==> src/rtl/pll_ctrl_pkg.sv <==
// Shared types and bit positions for the synthesiser control word.
// Assumes every field fits in eight bits at its fixed position.
package pll_ctrl_pkg;
    typedef enum logic [1:0] {
        MODE_OFF     = 2'd0,
        MODE_BYPASS  = 2'd1,
        MODE_LOCKING = 2'd2,
        MODE_LOCKED  = 2'd3
    } pll_mode_e;

    localparam int MUL_LSB = 0;
    localparam int DIV_LSB = 8;
    localparam int ODC_LSB = 16;
    localparam int BYP_BIT = 24;
    localparam int EN_BIT  = 25;
    localparam int STB_BIT = 26;
    localparam int ERR_BIT = 27;
endpackage

==> src/rtl/pll_od_decode.sv <==
// Post-divider code decoder: table slot k holds code 2k+1, divider is k+1.
// Assumes 2*(OD_MAX-1)+1 fits in OD_BITS. Purely combinational.
module pll_od_decode #(
    parameter int OD_BITS = 3,
    parameter int OD_MAX  = 4,
    parameter int OD_W    = 3
) (
    input  logic [OD_BITS-1:0] code,
    output logic               valid,
    output logic [OD_W-1:0]    odiv
);
    logic [OD_MAX-1:0] hit;

    // one comparator per table slot
    for (genvar k = 0; k < OD_MAX; k++) begin : g_slot
        assign hit[k] = (code == OD_BITS'(2 * k + 1));
    end

    // pick the divider of the matching slot
    always_comb begin
        valid = |hit;
        odiv  = '0;
        for (int k = 0; k < OD_MAX; k++) begin
            if (hit[k]) odiv = OD_W'(k + 1);
        end
    end
endmodule

==> src/rtl/pll_lock_timer.sv <==
// Lock stand-in: counts cycles with power held high after a restart and
// raises the lock flag after LOCK_CYCLES edges. Synchronous active-low reset.
module pll_lock_timer #(
    parameter int LOCK_CYCLES = 64
) (
    input  logic clk,
    input  logic rst_n,
    input  logic restart,
    input  logic enable,
    output logic stable
);
    localparam int CNT_W = $clog2(LOCK_CYCLES + 1);
    logic [CNT_W-1:0] cnt;

    // advance the count toward the lock point, clear on restart or power-off
    always_ff @(posedge clk) begin
        if (!rst_n || restart || !enable) begin
            cnt    <= '0;
            stable <= 1'b0;
        end else if (cnt != CNT_W'(LOCK_CYCLES)) begin
            cnt    <= cnt + 1'b1;
            stable <= (cnt == CNT_W'(LOCK_CYCLES - 1));
        end
    end
endmodule

==> src/rtl/pll_ctrl_reg.sv <==
// Control/status word for a frequency-synthesis loop. Holds bias-coded
// dividers, a coded post-divider, pass-through and power bits, and read-only
// lock and error flags. Assumes fields fit the package bit positions.
module pll_ctrl_reg
    import pll_ctrl_pkg::*;
#(
    parameter int M_BITS      = 7,
    parameter int N_BITS      = 5,
    parameter int OD_BITS     = 3,
    parameter int OD_MAX      = 4,
    parameter int M_OFS       = 2,
    parameter int N_OFS       = 2,
    parameter int LOCK_CYCLES = 64,
    parameter int DATA_W      = 32
) (
    input  logic              clk,
    input  logic              rst_n,
    input  logic              wr_en,
    input  logic [DATA_W-1:0] wr_data,
    output logic [DATA_W-1:0] rd_data,
    output logic [M_BITS:0]   eff_mult,
    output logic [N_BITS:0]   eff_ndiv,
    output logic [2:0]        eff_odiv,
    output logic [1:0]        pll_mode,
    output logic              pll_stable,
    output logic              cfg_err
);
    localparam int OD_W = 3;

    logic [M_BITS-1:0]  mul_q;
    logic [N_BITS-1:0]  div_q;
    logic [OD_BITS-1:0] odc_q;
    logic               byp_q, en_q, err_q;
    logic [OD_W-1:0]    od_q;

    logic [M_BITS-1:0]  w_mul;
    logic [N_BITS-1:0]  w_div;
    logic [OD_BITS-1:0] w_odc;
    logic               w_en, w_valid, cfg_change, stb;
    logic [OD_W-1:0]    w_od;

    // slice the incoming write word
    always_comb begin
        w_mul = wr_data[MUL_LSB +: M_BITS];
        w_div = wr_data[DIV_LSB +: N_BITS];
        w_odc = wr_data[ODC_LSB +: OD_BITS];
        w_en  = wr_data[EN_BIT];
        cfg_change = wr_en && ((w_mul != mul_q) || (w_div != div_q) ||
                               (w_odc != odc_q) || (w_en != en_q));
    end

    pll_od_decode #(.OD_BITS(OD_BITS), .OD_MAX(OD_MAX), .OD_W(OD_W)) u_dec (
        .code  (w_odc),
        .valid (w_valid),
        .odiv  (w_od)
    );

    // register update on write, sticky error on unlisted code
    always_ff @(posedge clk) begin
        if (!rst_n) begin
            mul_q <= '0;
            div_q <= '0;
            odc_q <= OD_BITS'(1);
            byp_q <= 1'b1;
            en_q  <= 1'b0;
            err_q <= 1'b0;
            od_q  <= OD_W'(1);
        end else if (wr_en) begin
            mul_q <= w_mul;
            div_q <= w_div;
            odc_q <= w_odc;
            byp_q <= wr_data[BYP_BIT];
            en_q  <= w_en;
            if (w_valid) od_q  <= w_od;
            else         err_q <= 1'b1;
        end
    end

    pll_lock_timer #(.LOCK_CYCLES(LOCK_CYCLES)) u_lock (
        .clk     (clk),
        .rst_n   (rst_n),
        .restart (cfg_change),
        .enable  (en_q),
        .stable  (stb)
    );

    // mode, decoded values and read-back
    always_comb begin
        pll_mode_e m;
        if (byp_q)      m = MODE_BYPASS;
        else if (!en_q) m = MODE_OFF;
        else if (stb)   m = MODE_LOCKED;
        else            m = MODE_LOCKING;
        pll_mode   = m;
        pll_stable = stb;
        cfg_err    = err_q;
        eff_mult   = {1'b0, mul_q} + (M_BITS+1)'(M_OFS);
        eff_ndiv   = {1'b0, div_q} + (N_BITS+1)'(N_OFS);
        eff_odiv   = od_q;
        rd_data    = '0;
        rd_data[MUL_LSB +: M_BITS]  = mul_q;
        rd_data[DIV_LSB +: N_BITS]  = div_q;
        rd_data[ODC_LSB +: OD_BITS] = odc_q;
        rd_data[BYP_BIT] = byp_q;
        rd_data[EN_BIT]  = en_q;
        rd_data[STB_BIT] = stb;
        rd_data[ERR_BIT] = err_q;
    end
endmodule

==> config.mk <==
export PLATFORM = sky130hd
export DESIGN_NAME = pll_ctrl_reg
export DESIGN_NICKNAME = d
export VERILOG_FILES = /design/src/rtl/pll_ctrl_pkg.sv /design/src/rtl/pll_od_decode.sv /design/src/rtl/pll_lock_timer.sv /design/src/rtl/pll_ctrl_reg.sv
export SDC_FILE = /design/constraint.sdc
export NUM_CORES = 1
export LEC_CHECK = 0
export ABC_AREA = 1
export BUFFER_PORTS_ARGS = -buffer_cell sky130_fd_sc_hd__buf_2
export CAP_MARGIN = 20
export CORE_MARGIN = 1
export CORE_UTILIZATION = 30
export CTS_CLUSTER_SIZE = 8
export DETAILED_ROUTE_END_ITERATION = 10
export GPL_TIMING_DRIVEN = 0
export PLACE_DENSITY_LB_ADDON = 0.08
export SLEW_MARGIN = 30
export SYNTH_ARGS = -nofsm -noshare
export SYNTH_HDL_FRONTEND = slang
export SYNTH_HIERARCHICAL = 1
export SYNTH_SLANG_ARGS = --single-unit
==> constraint.sdc <==
create_clock -name clk -period 2.04 [get_ports clk]
set_clock_uncertainty 0.2 [all_clocks]
set_input_delay 0.408 -clock clk [delete_from_list [all_inputs] [get_ports clk]]
set_output_delay 0.408 -clock clk [all_outputs]
set_load 0.03 [all_outputs]
== Word-level counts from Yosys, hierarchy flattened ==
Cells that the tools add are included.
Storage, ports and cells
  output and inout port bits: 53
  word-level logic and storage cells: 41
  register bits: 29
  input port bits: 35
Cells by class
  mux-type cells: 7
  $add $sub $neg: 3
  eq/ne operators: 10
  reduce and logical (&&, ||, !) cells: 11
  bitwise gates (word level): 1
Operators by type and width (number)
  $add 7x2->8 const B: 1
  $mux 2: 4
  $add 7x1->7 const B: 1
  $eq 7x6->1 const B: 1
  $ne 7x7->1: 1
  $ne 7x7->1 const B: 1
  $add 5x2->6 const B: 1
  $eq 3x3->1 const B: 2
  $logic_or 1x1->1: 5
  $ne 5x5->1: 1
  $reduce_and 2->1: 2
  $reduce_or 4->1: 1
  $eq 3x1->1 const B: 1
  $eq 3x2->1 const B: 1
  $mux 3: 1
  $ne 3x3->1: 1
  $logic_not 1->1: 2
  $mux 1: 2
  $logic_and 1x1->1: 1
  $ne 1x1->1: 1
  $not 1->1: 1

== Logic depth before layout (Yosys ltp) ==
Gate-level depths: netlist (run 1).
  word-level depth: 7
  mapped depth: 10
  gate-level depth less buffers: 10

== By module ==
Netlist (run 1), hierarchy kept.
By module, submodules not included
  pll_ctrl_reg: sequential area each 420.4 um^2, instances 1, area an instance 1298.7 um^2, cells an instance 206
  pll_lock_timer: sequential area each 160.2 um^2, instances 1, area an instance 402.9 um^2, cells an instance 59
  pll_od_decode: sequential area each 0.0 um^2, instances 1, area an instance 40.0 um^2, cells an instance 10

== Worst setup path after synthesis (run 1) ==
Ideal clock, no wire load.
  kind: flip-flop to output port
  start: register mul_q[2]
  end: output port eff_mult[7]
  setup slack: -162 ps
  data required time: 1432 ps
  arrival: 1594 ps
  buffers on the path: 0
  stages on the path, launching flop included: 4
  cells stage by stage: dfxtp_1 > ha_1 > nand3_1 > nor3_1
Between the ends
  word-level cells in the longest chain between the ends: 1
Ends and longest elaborated chain
  start, declared: RTL line pll_ctrl_reg.sv:30  | logic [M_BITS-1:0] mul_q;
  start signal, assigned: RTL line pll_ctrl_reg.sv:69  | mul_q <= w_mul;
  $add 7x2->8: RTL line pll_ctrl_reg.sv:97  | eff_mult = {1'b0, mul_q} + (M_BITS+1)'(M_OFS);
  end, declared: RTL line pll_ctrl_reg.sv:21  | output logic [M_BITS:0] eff_mult,
Every way passes these cells.

== Worst setup path in the final report (run 1) ==
  start: register mul_q[3]
  end: output port eff_mult[6]
Same word-level chain as after synthesis.

==> metrics.md, run 1 <==
| Metric | Value |
|---|---|
| First-pass GRT wire length | `7.03 mm` |
| Post-synthesis cell area | `1740 sq um` |
| Worst EP required | `1430 ps` |
| Number of port buffers | `slightly below 60` |
| Post-Place Cells | `418` |
| Largest net degree at the start of global routing | `11` |
| CTS Buf Count | `5` |
| Maximum capacitance violations | `0` |
| Final setup viols | `0` |
| H-tree levels | `2` |
| Leakage | `roughly 1.3 nW` |
| R2R setup slack | `330 ps` |
| P per Cell Area | `between 600 and 700 nW/um^2` |
| # DRC | `0` |
| Peak supply drop | `259 uV` |
| Final Hold Viols | `0` |
| Worst Tran Pin Value | `555 ps` |
| Die Y | `78.2 um` |
| Final HPWL DP | `3.25 mm` |
| Placeable Area | `5540 sq um` |
| # hold bufs at CTS | `0` |
| Antenna violations before repair | `0` |
| Detailed-route via count | `1773` |
| GRT Overall Usage | `between 10 and 15%` |
| Critical path data arrival time | `1310 ps` |
| NumNets Final | `~390` |
| Root Driver | `clkbuf_8` |
| Grt ovf | `0` |
| CTS sink count | `29` |
| Mean Syn Cell Area | `6.33 sq um` |
| Top cells by area, synth | `dfxtp_1 (33%), nand2_1 (14%), inv_1 (9.1%), nor2_1 (8.6%), buf_4 (8.2%)` |
| Post-Layout Inst Area | `2270 sq um` |
| Initial DRC Count | `54` |
| Layout area overhead | `30.6%` |
| Seq/Total Area, Yosys | `33.3%` |
| Number of global-route vias before repair | `between 1500 and 2000` |
| Final cell count without fillers | `426` |
| RD Place Congestion | `0.726` |
| Synth Instances | `275` |
| Filler cell count in the final layout | `626` |
| Outcome | `finished, final reports clean` |
| Clock latency at the later pin of the worst-skew pair | `~290 ps` |
| Max-slew violations | `0` |
| TritonCTS clock tree | `built` |
| Die ar. | `6110 sq um` |
| Final setup TNS | `0 ps` |
| Ant diodes | `0` |
| Via density per instance | `4.16` |
| Crit Path Max Fanout | `6` |
| Fin crit period | `1920 ps` |
| Tcrit/Tclk final | `94.1%` |
| Io pins | `88` |
| Setup Crit Path Kind | `reg2out` |
| Clock slew at reported path FFs | `approximately 70 ps` |
| Final ANT Viol Nets | `0` |
| Placed cell area | `2180 sq um` |
| Setup Fix Bufs, Post-CTS | `0` |
| Slew margin rel. | `63.0%` |
| Tightest hold margin | `145 ps` |
| Cell type with the largest total area after synthesis | `dfxtp_1` |
| Yosys cell types | `19` |
| Setup WS pre-CTS | `approximately 170 ps` |
| Ys Warns | `6` |
| Util after Layout | `41.1%` |
| Critical path launch point type | `flip-flop` |
| Overall power | `1.47 mW` |
| Peak Freq | `521 MHz` |
| #FFs+latches synth | `29` |
| PostCTS Resize Cnt | `0` |
| Tightest Hold Check Type | `in2reg` |
| Row cnt | `27` |
| RSZ-0062 raised after global routing | `no` |
| Wire per inst | `9.96 um` |
| Initial core utilization | `31.4%` |
| Critical path endpoint category | `output port` |
| Share of Yosys cell area claimed by the top area cell type | `33.3%` |
| Share of cells above drive strength 1 | `27.7%` |
| Fin worst setup slack | `121 ps` |
| WL final | `4.24 mm` |
| Drt first pass iters | `4` |
| Clock buffer depth | `2` |
| Die Wd | `78.2 um` |
power by group:
group          internal, mW  switching, mW  total (mW)
clock network         0.236          0.228       0.464
registers             0.597         0.0320       0.629
logic                 0.124          0.257       0.381
cell usage in the layout, fill, tap and decap left out:
cell type and count:
nor2_2 3, clkbuf_4 1, o21ai_0 19, nand3_1 13
nor3_2 2, clkinv_2 2, nor3_1 1, clkbuf_1 5
nand2_1 66, conb_1 13, a21o_1 1, dfxtp_1 25
buf_2 59, nor2_1 40, inv_2 1, clkbuf_8 5
nand3_2 1, ha_1 4, a21oi_1 18, dfxtp_2 4
xnor2_1 1, inv_1 42, xor2_1 8, buf_4 20
critical path: stages (launching register included):
cell	delay, ps
dfxtp_2	390
nand3_1	140
nor3_2	140
xor2_1	160
clkbuf_4	200
worst paths after layout:
kind	to	cells past startpoint	from
setup / recovery	eff_mult[6]	4	mul_q[3]$_SDFFE_PN0P_
hold / removal	byp_q$_SDFFE_PN1P_	3	wr_data[24]
setup reg to reg	u_lock/cnt[2]$_SDFFE_PP0P_	10	mul_q[6]$_SDFFE_PN0P_
hold reg to reg	eff_odiv[0]$_SDFFE_PN1P_	2	eff_odiv[0]$_SDFFE_PN1P_
Yosys cell counts, drive strengths merged:
master   n
nand2   66
inv     43
nor2    43
dfxtp   29
buf     21
o21ai   19
a21oi   18
nand3   14
xor2     8
clkbuf   4
ha       4
nor3     3
a21o     1
conb     1
xnor2    1
sequential cells by signal, summed over array words and instances, names as in the netlist:
name / flops
byp_q: 1
cfg_err: 1
div_q: 5
eff_odiv: 3
en_q: 1
mul_q: 7
odc_q: 3
u_lock/cnt: 7
u_lock/stable: 1
layout make-up:
cell class / instances / area (sq um) / share of cell area [%]
Multi-Input combinational cell: 190 / 887 / 39.0
Sequential cell: 29 / 586 / 25.7
Timing Repair Buffer: 59 / 300 / 13.2
Buffer: 25 / 168 / 7.37
Inverter: 43 / 161 / 7.10
Tap cell: 72 / 90.1 / 3.96
Clock buffer: 6 / 72.6 / 3.19
Clock inverter: 2 / 10.0 / 0.440
kinds of logic (layout without fill, tap and decap cells):
| kind of cell | after synthesis | count (layout) | synth area share (%) |
|---|---|---|---|
| simple gates | 126 | 126 | 29.1 |
| buf+inv | 68 | 135 | 18.9 |
| compound gates | 38 | 38 | 11.1 |
| flops | 29 | 29 | 33.3 |
| xor+xnor | 9 | 9 | 4.53 |
| fa+ha+maj | 4 | 4 | 2.87 |
| other cells | 1 | 13 | 0.215 |
metal layers:
metal  global-route usage (%)  routed length, um  up-vias  share of wire (%)
li1                         -                  -      962                  -
met1                     19.5               2110      758                 50
met2                     22.7               1850       47                 44
met3                     3.14                217        6                5.1
met4                     6.67                 68        0                1.6
met5                        0                  0        -                  0
No activity file was read; power rests on OpenSTA's default activity.
==> run 2, diff against run 1 <==
- RECOVER_POWER: default -> 100
==> run 2 against run 1 <==
  * Count of clock-buffer cells in the layout unchanged
  * Clock power down 0.9%
  * Non-clock buffer count unchanged
  * Critical path depth down 1
  * Setup slack worse by 9.0 ps
  * First-iteration DRC count up 3.7%
  * Final cell count unchanged
  * Global-route usage unchanged
  * Largest power group unchanged
  * Highest routed layer unchanged
==> metrics.md, run 2 (synthesized netlist as in run 1, its figures left out) <==
| Metric | Value |
|---|---|
| Worst path bufs/invs | `1` |
| Biggest registers after layout | `mul_q: 7 flops, u_lock/cnt: 7 flops, div_q: 5 flops` |
| Worst EP required | `1430 ps` |
| Area of the multi-input gates | `887 sq um` |
| WL final | `4.26 mm` |
| CTS Buf Count | `5` |
| Number of global-route vias before repair | `~1500` |
| Uppermost routed layer | `met4` |
| Die ar. | `6110 sq um` |
| Die Wd | `78.2 um` |
| Worst Tran Pin Value | `560 ps` |
| Wire per inst | `around 10 um` |
| Hold_sp | `wr_data[24]` |
| RD Place Congestion | `0.726` |
| Io pins | `88` |
| Flip-flop and latch area | `between 500 and 600 sq um` |
| Final setup TNS | `0 ps` |
| P per Cell Area | `654 nW/um^2` |
| Critical path launch point type | `flip-flop` |
| Final HPWL DP | `3.25 mm` |
| Tcrit/Tclk final | `94.5%` |
| R2R setup slack | `between 300 and 400 ps` |
| Final Hold Viols | `0` |
| Critical path origin | `div_q[2]$_SDFFE_PN0P_` |
| Detailed-route via count | `roughly 1800` |
| Via density per instance | `4.17` |
| Met3 WL | `227 um` |
| Initial DRC Count | `56` |
| Crit Path Max Fanout | `6` |
| Commonest non-fill, non-tap cell in the layout | `nand2_1` |
| Layout area overhead | `28.1%` |
| Filler cell count in the final layout | `646` |
| Commonest non-fill, non-tap cells in the layout | `nand2_1 (66), inv_1 (42), nor2_1 (40)` |
| Clock latency at the later pin of the worst-skew pair | `280 ps` |
| TritonCTS clock tree | `built` |
| Leakage | `1.14 nW` |
| Ant diodes | `0` |
| Share of cells above drive strength 1 | `18.4%` |
| Row cnt | `27` |
| Setup Crit Path Kind | `reg2out` |
| Largest net degree at the start of global routing | `11` |
| Crit-path cells | `ha_1, xor2_1, clkbuf_2` |
| Initial core utilization | `31.4%` |
| Tightest Hold Check Type | `in2reg` |
| Drt first pass iters | `4` |
| Outcome | `finished, final reports clean` |
| Critical path data arrival time | `1320 ps` |
| Slew margin rel. | `about 63%` |
| NumNets Final | `between 300 and 400` |
| Max-slew violations | `0` |
| Final ANT Viol Nets | `0` |
| Antenna violations before repair | `0` |
| Root Driver | `clkbuf_8` |
| Final setup viols | `0` |
| WL met2 | `between 1.5 and 2 mm` |
| Fin crit period | `slightly below 2000 ps` |
| Maximum capacitance violations | `0` |
| Setup WS pre-CTS | `174 ps` |
| Worst path top cell family by delay | `flip-flops` |
| Peak supply drop | `256 uV` |
| CTS sink count | `29` |
| Slowest CP cell | `dfxtp_1` |
| Fin worst setup slack | `approximately 110 ps` |
| Routed metal-1 wirelength | `2.12 mm` |
| Clock slew at reported path FFs | `about 70 ps` |
| First-pass GRT wire length | `between 7 and 8 mm` |
| Placeable Area | `5540 sq um` |
| Number of port buffers | `59` |
| Clock buffer depth | `2` |
| # DRC | `0` |
| RSZ-0062 raised after global routing | `no` |
| H-tree levels | `2` |
| Peak Freq | `approximately 520 MHz` |
| Die Y | `78.2 um` |
| Grt ovf | `0` |
| GRT Overall Usage | `about 15%` |
| Critical Path Max Stage Delay | `430 ps` |
| Worst R2R Start | `mul_q[6]$_SDFFE_PN0P_` |
| Critical path endpoint category | `output port` |
| # hold bufs at CTS | `0` |
==> run 2: tightest hold or removal path, stage by stage <==
cell	delay (ps)
buf_2	80
nand2_1	50
nand3_1	60
==> run 2: layout make-up <==
class	count	share of cell area, %
multi-input cells	190	39.8
flip-flops and latches	29	26.2
repair buffers	59	11.5
plain buffers	25	7.52
inverters	43	7.24
well taps	72	4.04
clock buffers	6	3.25
clock inverters	2	0.449
==> run 2: metrics by stage <==
step / area (sq um) / hold slack, ps / power [mW] / utilization [%] / cells
CTS: 2260 / 144 / 1.49 / 40.8 / 426
global placement: 2180 / 261 / 1.02 / 39.3 / 418
detailed placement: 2180 / 257 / 1.02 / 39.3 / 418
global route: 2230 / 169 / 1.55 / 40.3 / 426
finish: 2230 / 145 / 1.46 / 40.3 / 426
floorplan: 1790 / 266 / 0.917 / - / 287
==> run 2: power breakdown <==
part           internal (mW)  total, mW  switching, mW
registers              0.597      0.630         0.0326
logic                  0.111      0.370          0.258
clock network          0.236      0.460          0.224
==> run 2: final timing paths <==
check,endpoint,depth (start not counted)
min reg2reg,eff_odiv[0]$_SDFFE_PN1P_,2
min,byp_q$_SDFFE_PN1P_,3
max,eff_ndiv[3],3
max reg2reg,u_lock/cnt[2]$_SDFFE_PP0P_,10
==> run 2: layer usage <==
metal  GRT usage, %  vias up
li1               -      962
met1           19.5      761
met2           22.7       47
met3           3.14        6
met4           6.67        0
met5              0        -
==> run 2: what timing repair did <==
action,in CTS,in global routing
setup endpoints to repair,0,3
resized for setup,0,8
setup buffers,0,0
==> run 3, diff against run 2 <==
- SYNTH_HIERARCHICAL: 1 -> default
==> run 3 against run 2 <==
  * Area after synthesis decreased by 2.7%
  * Count of clock-buffer cells in the layout unchanged
  * Register-to-register slack improved by 90 ps
  * Final cell count decreased by 4.7%
  * Critical path depth increased by 2
  * Total power decreased by 0.69%
  * Critical path type unchanged
  * Highest routed layer unchanged
==> metrics.md, run 3 <==
| Metric | Value |
|---|---|
| Outcome | `finished, final reports clean` |
| Final setup viols | `0` |
| Critical path data arrival time | `roughly 1300 ps` |
| Crit-path cells | `ha_4, nand2_2, nor2_4, xor2_2, buf_6` |
| Commonest non-fill, non-tap cell in the layout | `nand2_1` |
| H-tree levels | `2` |
| Antenna violations before repair | `0` |
| Peak supply drop | `336 uV` |
| Setup Crit Path Kind | `reg2out` |
| Die Wd | `77.1 um` |
| Area of the multi-input gates | `847 sq um` |
| Clock slew at reported path FFs | `60 ps` |
| Die ar. | `between 5000 and 6000 sq um` |
| Final ANT Viol Nets | `0` |
| Placeable Area | `5270 sq um` |
| Placed cell area | `2130 sq um` |
| Critical path launch point type | `flip-flop` |
| TritonCTS clock tree | `built` |
| GRT Overall Usage | `14.0%` |
| # hold bufs at CTS | `0` |
| Clock latency at the later pin of the worst-skew pair | `280 ps` |
| Number of flops mapped to enable cells by yosys | `0` |
| Final Hold Viols | `0` |
| Tightest hold margin | `154 ps` |
| Mean Syn Cell Area | `6.57 sq um` |
| Biggest registers after layout | `mul_q: 7 flops, u_lock.cnt: 7 flops, div_q: 5 flops` |
| Root Driver | `clkbuf_8` |
| Share of Yosys cell area claimed by the top area cell type | `34.3%` |
| Initial core utilization | `between 30% and 40%` |
| Top cells by area, synth | `dfxtp_1 (34%), nand2_1 (13%), inv_1 (10%), buf_4 (8.4%), nor2_1 (7.1%)` |
| Final setup TNS | `0 ps` |
| Number of global-route vias before repair | `1485` |
| Drt first pass iters | `6` |
| Max-slew violations | `0` |
| CTS Buf Count | `5` |
| Ys Warns | `0` |
| Critical Path Max Stage Delay | `about 380 ps` |
| Wire per inst | `9.83 um` |
| Overall power | `1.45 mW` |
| Number of port buffers | `58` |
| Cell type with the largest total area after synthesis | `dfxtp_1` |
| Fin worst setup slack | `114 ps` |
| Final HPWL DP | `3.06 mm` |
| Grt ovf | `0` |
| Tightest Hold Check Type | `in2reg` |
| Crit Path Max Fanout | `6` |
| Initial DRC Count | `78` |
| Io pins | `about 90` |
| Fin crit period | `1930 ps` |
| Ant diodes | `0` |
| Post-Layout Inst Area | `2190 sq um` |
| Count leader, synth | `nand2_1` |
| Critical path endpoint category | `output port` |
| Commonest non-fill, non-tap cells in the layout | `nand2_1 (59), inv_1 (45), clkbuf_1 (40)` |
| Slowest CP cell | `dfxtp_4` |
| Tcrit/Tclk final | `94.4%` |
| Yosys cell types | `22` |
| Synth cell count leaders | `nand2_1 (59), inv_1 (45), nor2_1 (32)` |
| Filler cell count in the final layout | `605` |
| Maximum capacitance violations | `0` |
| Worst EP required | `1430 ps` |
| Seq/Total Area, Yosys | `approximately 34%` |
| Post-synthesis cell area | `1690 sq um` |
| # DRC | `0` |
| Detailed-route via count | `~1700` |
| Ys flop type | `dfxtp_1` |
| Row cnt | `26` |
| WL final | `~4.0 mm` |
| First-pass GRT wire length | `around 6.6 mm` |
| Leakage | `1.08 nW` |
| Die Y | `about 77 um` |
| Hold_sp | `wr_data[24]` |
| Synth Instances | `about 260` |
| RSZ-0062 raised after global routing | `no` |
| Largest net degree at the start of global routing | `11` |
| Setup WS pre-CTS | `between 150 and 200 ps` |
| Flip-flop and latch area | `591 sq um` |
| RD Place Congestion | `between 0.7 and 0.8` |
| Peak Freq | `519 MHz` |
| NumNets Final | `approximately 370` |
| Worst R2R Start | `div_q[1]$_SDFFE_PN0P_` |
| Critical path origin | `mul_q[1]$_SDFFE_PN0P_` |
| Share of cells above drive strength 1 | `between 10% and 20%` |
| #FFs+latches synth | `29` |
| Post-synth ARST share | `0%` |
| Layout area overhead | `29.4%` |
| CTS sink count | `29` |
| Via density per instance | `between 4 and 5` |
| Clock buffer depth | `2` |
| P per Cell Area | `between 600 and 700 nW/um^2` |
[run 3: changes by cell type in the layout (fill, tap and decap cells not counted), moves of 3 or more]
cell     delta
nand2_1     -7
nand3_1     -7
inv_1       +3
nor2_1      -9
buf_2       -5
nor2_2      -3
[run 3: kinds of logic after synthesis]
group	Yosys count	synth area share, %
other	1	0.221
adders and majority gates	4	2.95
xor gates and xnor gates	11	5.69
DFF	29	34.3
buffers and inverters	69	20.0
AOI/OAI and AO/OA	39	12.0
and+or+nand+nor	105	24.9
[run 3: repair_timing]
action	4_1_cts	5_1_grt
setup endpoints to repair	1	3
setup buffers	0	0
gates resized for setup	4	9
pin swaps	0	1
[run 3: power by group]
| group | internal, mW | total (mW) | switching [mW] |
|---|---|---|---|
| clock | 0.236 | 0.458 | 0.222 |
| combinational | 0.109 | 0.361 | 0.252 |
| sequential | 0.596 | 0.630 | 0.0345 |
[run 3: worst paths after layout]
path | to | slack (ps) | cells after the start
worst min register to register | eff_odiv[2]$_SDFFE_PN0P_ | 260 | 2
worst max register to register | u_lock.cnt[1]$_SDFFE_PP0P_ | 420 | 10
worst min-delay path | byp_q$_SDFFE_PN1P_ | 150 | 3
worst max-delay path | eff_mult[5] | 110 | 5
[run 3: per-stage QoR]
stage | util [%] | std cells
final | 41.6 | 406
after global routing | 41.6 | 406
after detailed placement | 40.4 | 398
after CTS | 42.1 | 406
after global placement | 40.4 | 398
after floorplan | - | 270
[run 3: critical path, delay by kind of cell (launching register included)]
| kind | cells | cell delay [ps] |
|---|---|---|
| buffers and inverters | 1 | 150 |
| and+or+nand+nor | 2 | 210 |
| DFF | 1 | 380 |
| xor gates and xnor gates | 1 | 160 |
| adders and majority gates | 1 | 150 |
[run 3: layer usage]
metal | track usage [%] | share of wire, %
met1 | 18.3 | 49
met2 | 21.8 | 43
met5 | 0 | 0
met3 | 4.05 | 7.1
met4 | 5.09 | 1.2
[run 3: final cells by class]
| cell class | instances | area share, % |
|---|---|---|
| Inverter | 45 | 7.71 |
| Multi-Input combinational cell | 172 | 38.6 |
| Tap cell | 70 | 4.00 |
| Timing Repair Buffer | 58 | 11.6 |
| Sequential cell | 29 | 26.9 |
| Clock inverter | 2 | 0.457 |
| Clock buffer | 6 | 3.31 |
| Buffer | 24 | 7.36 |
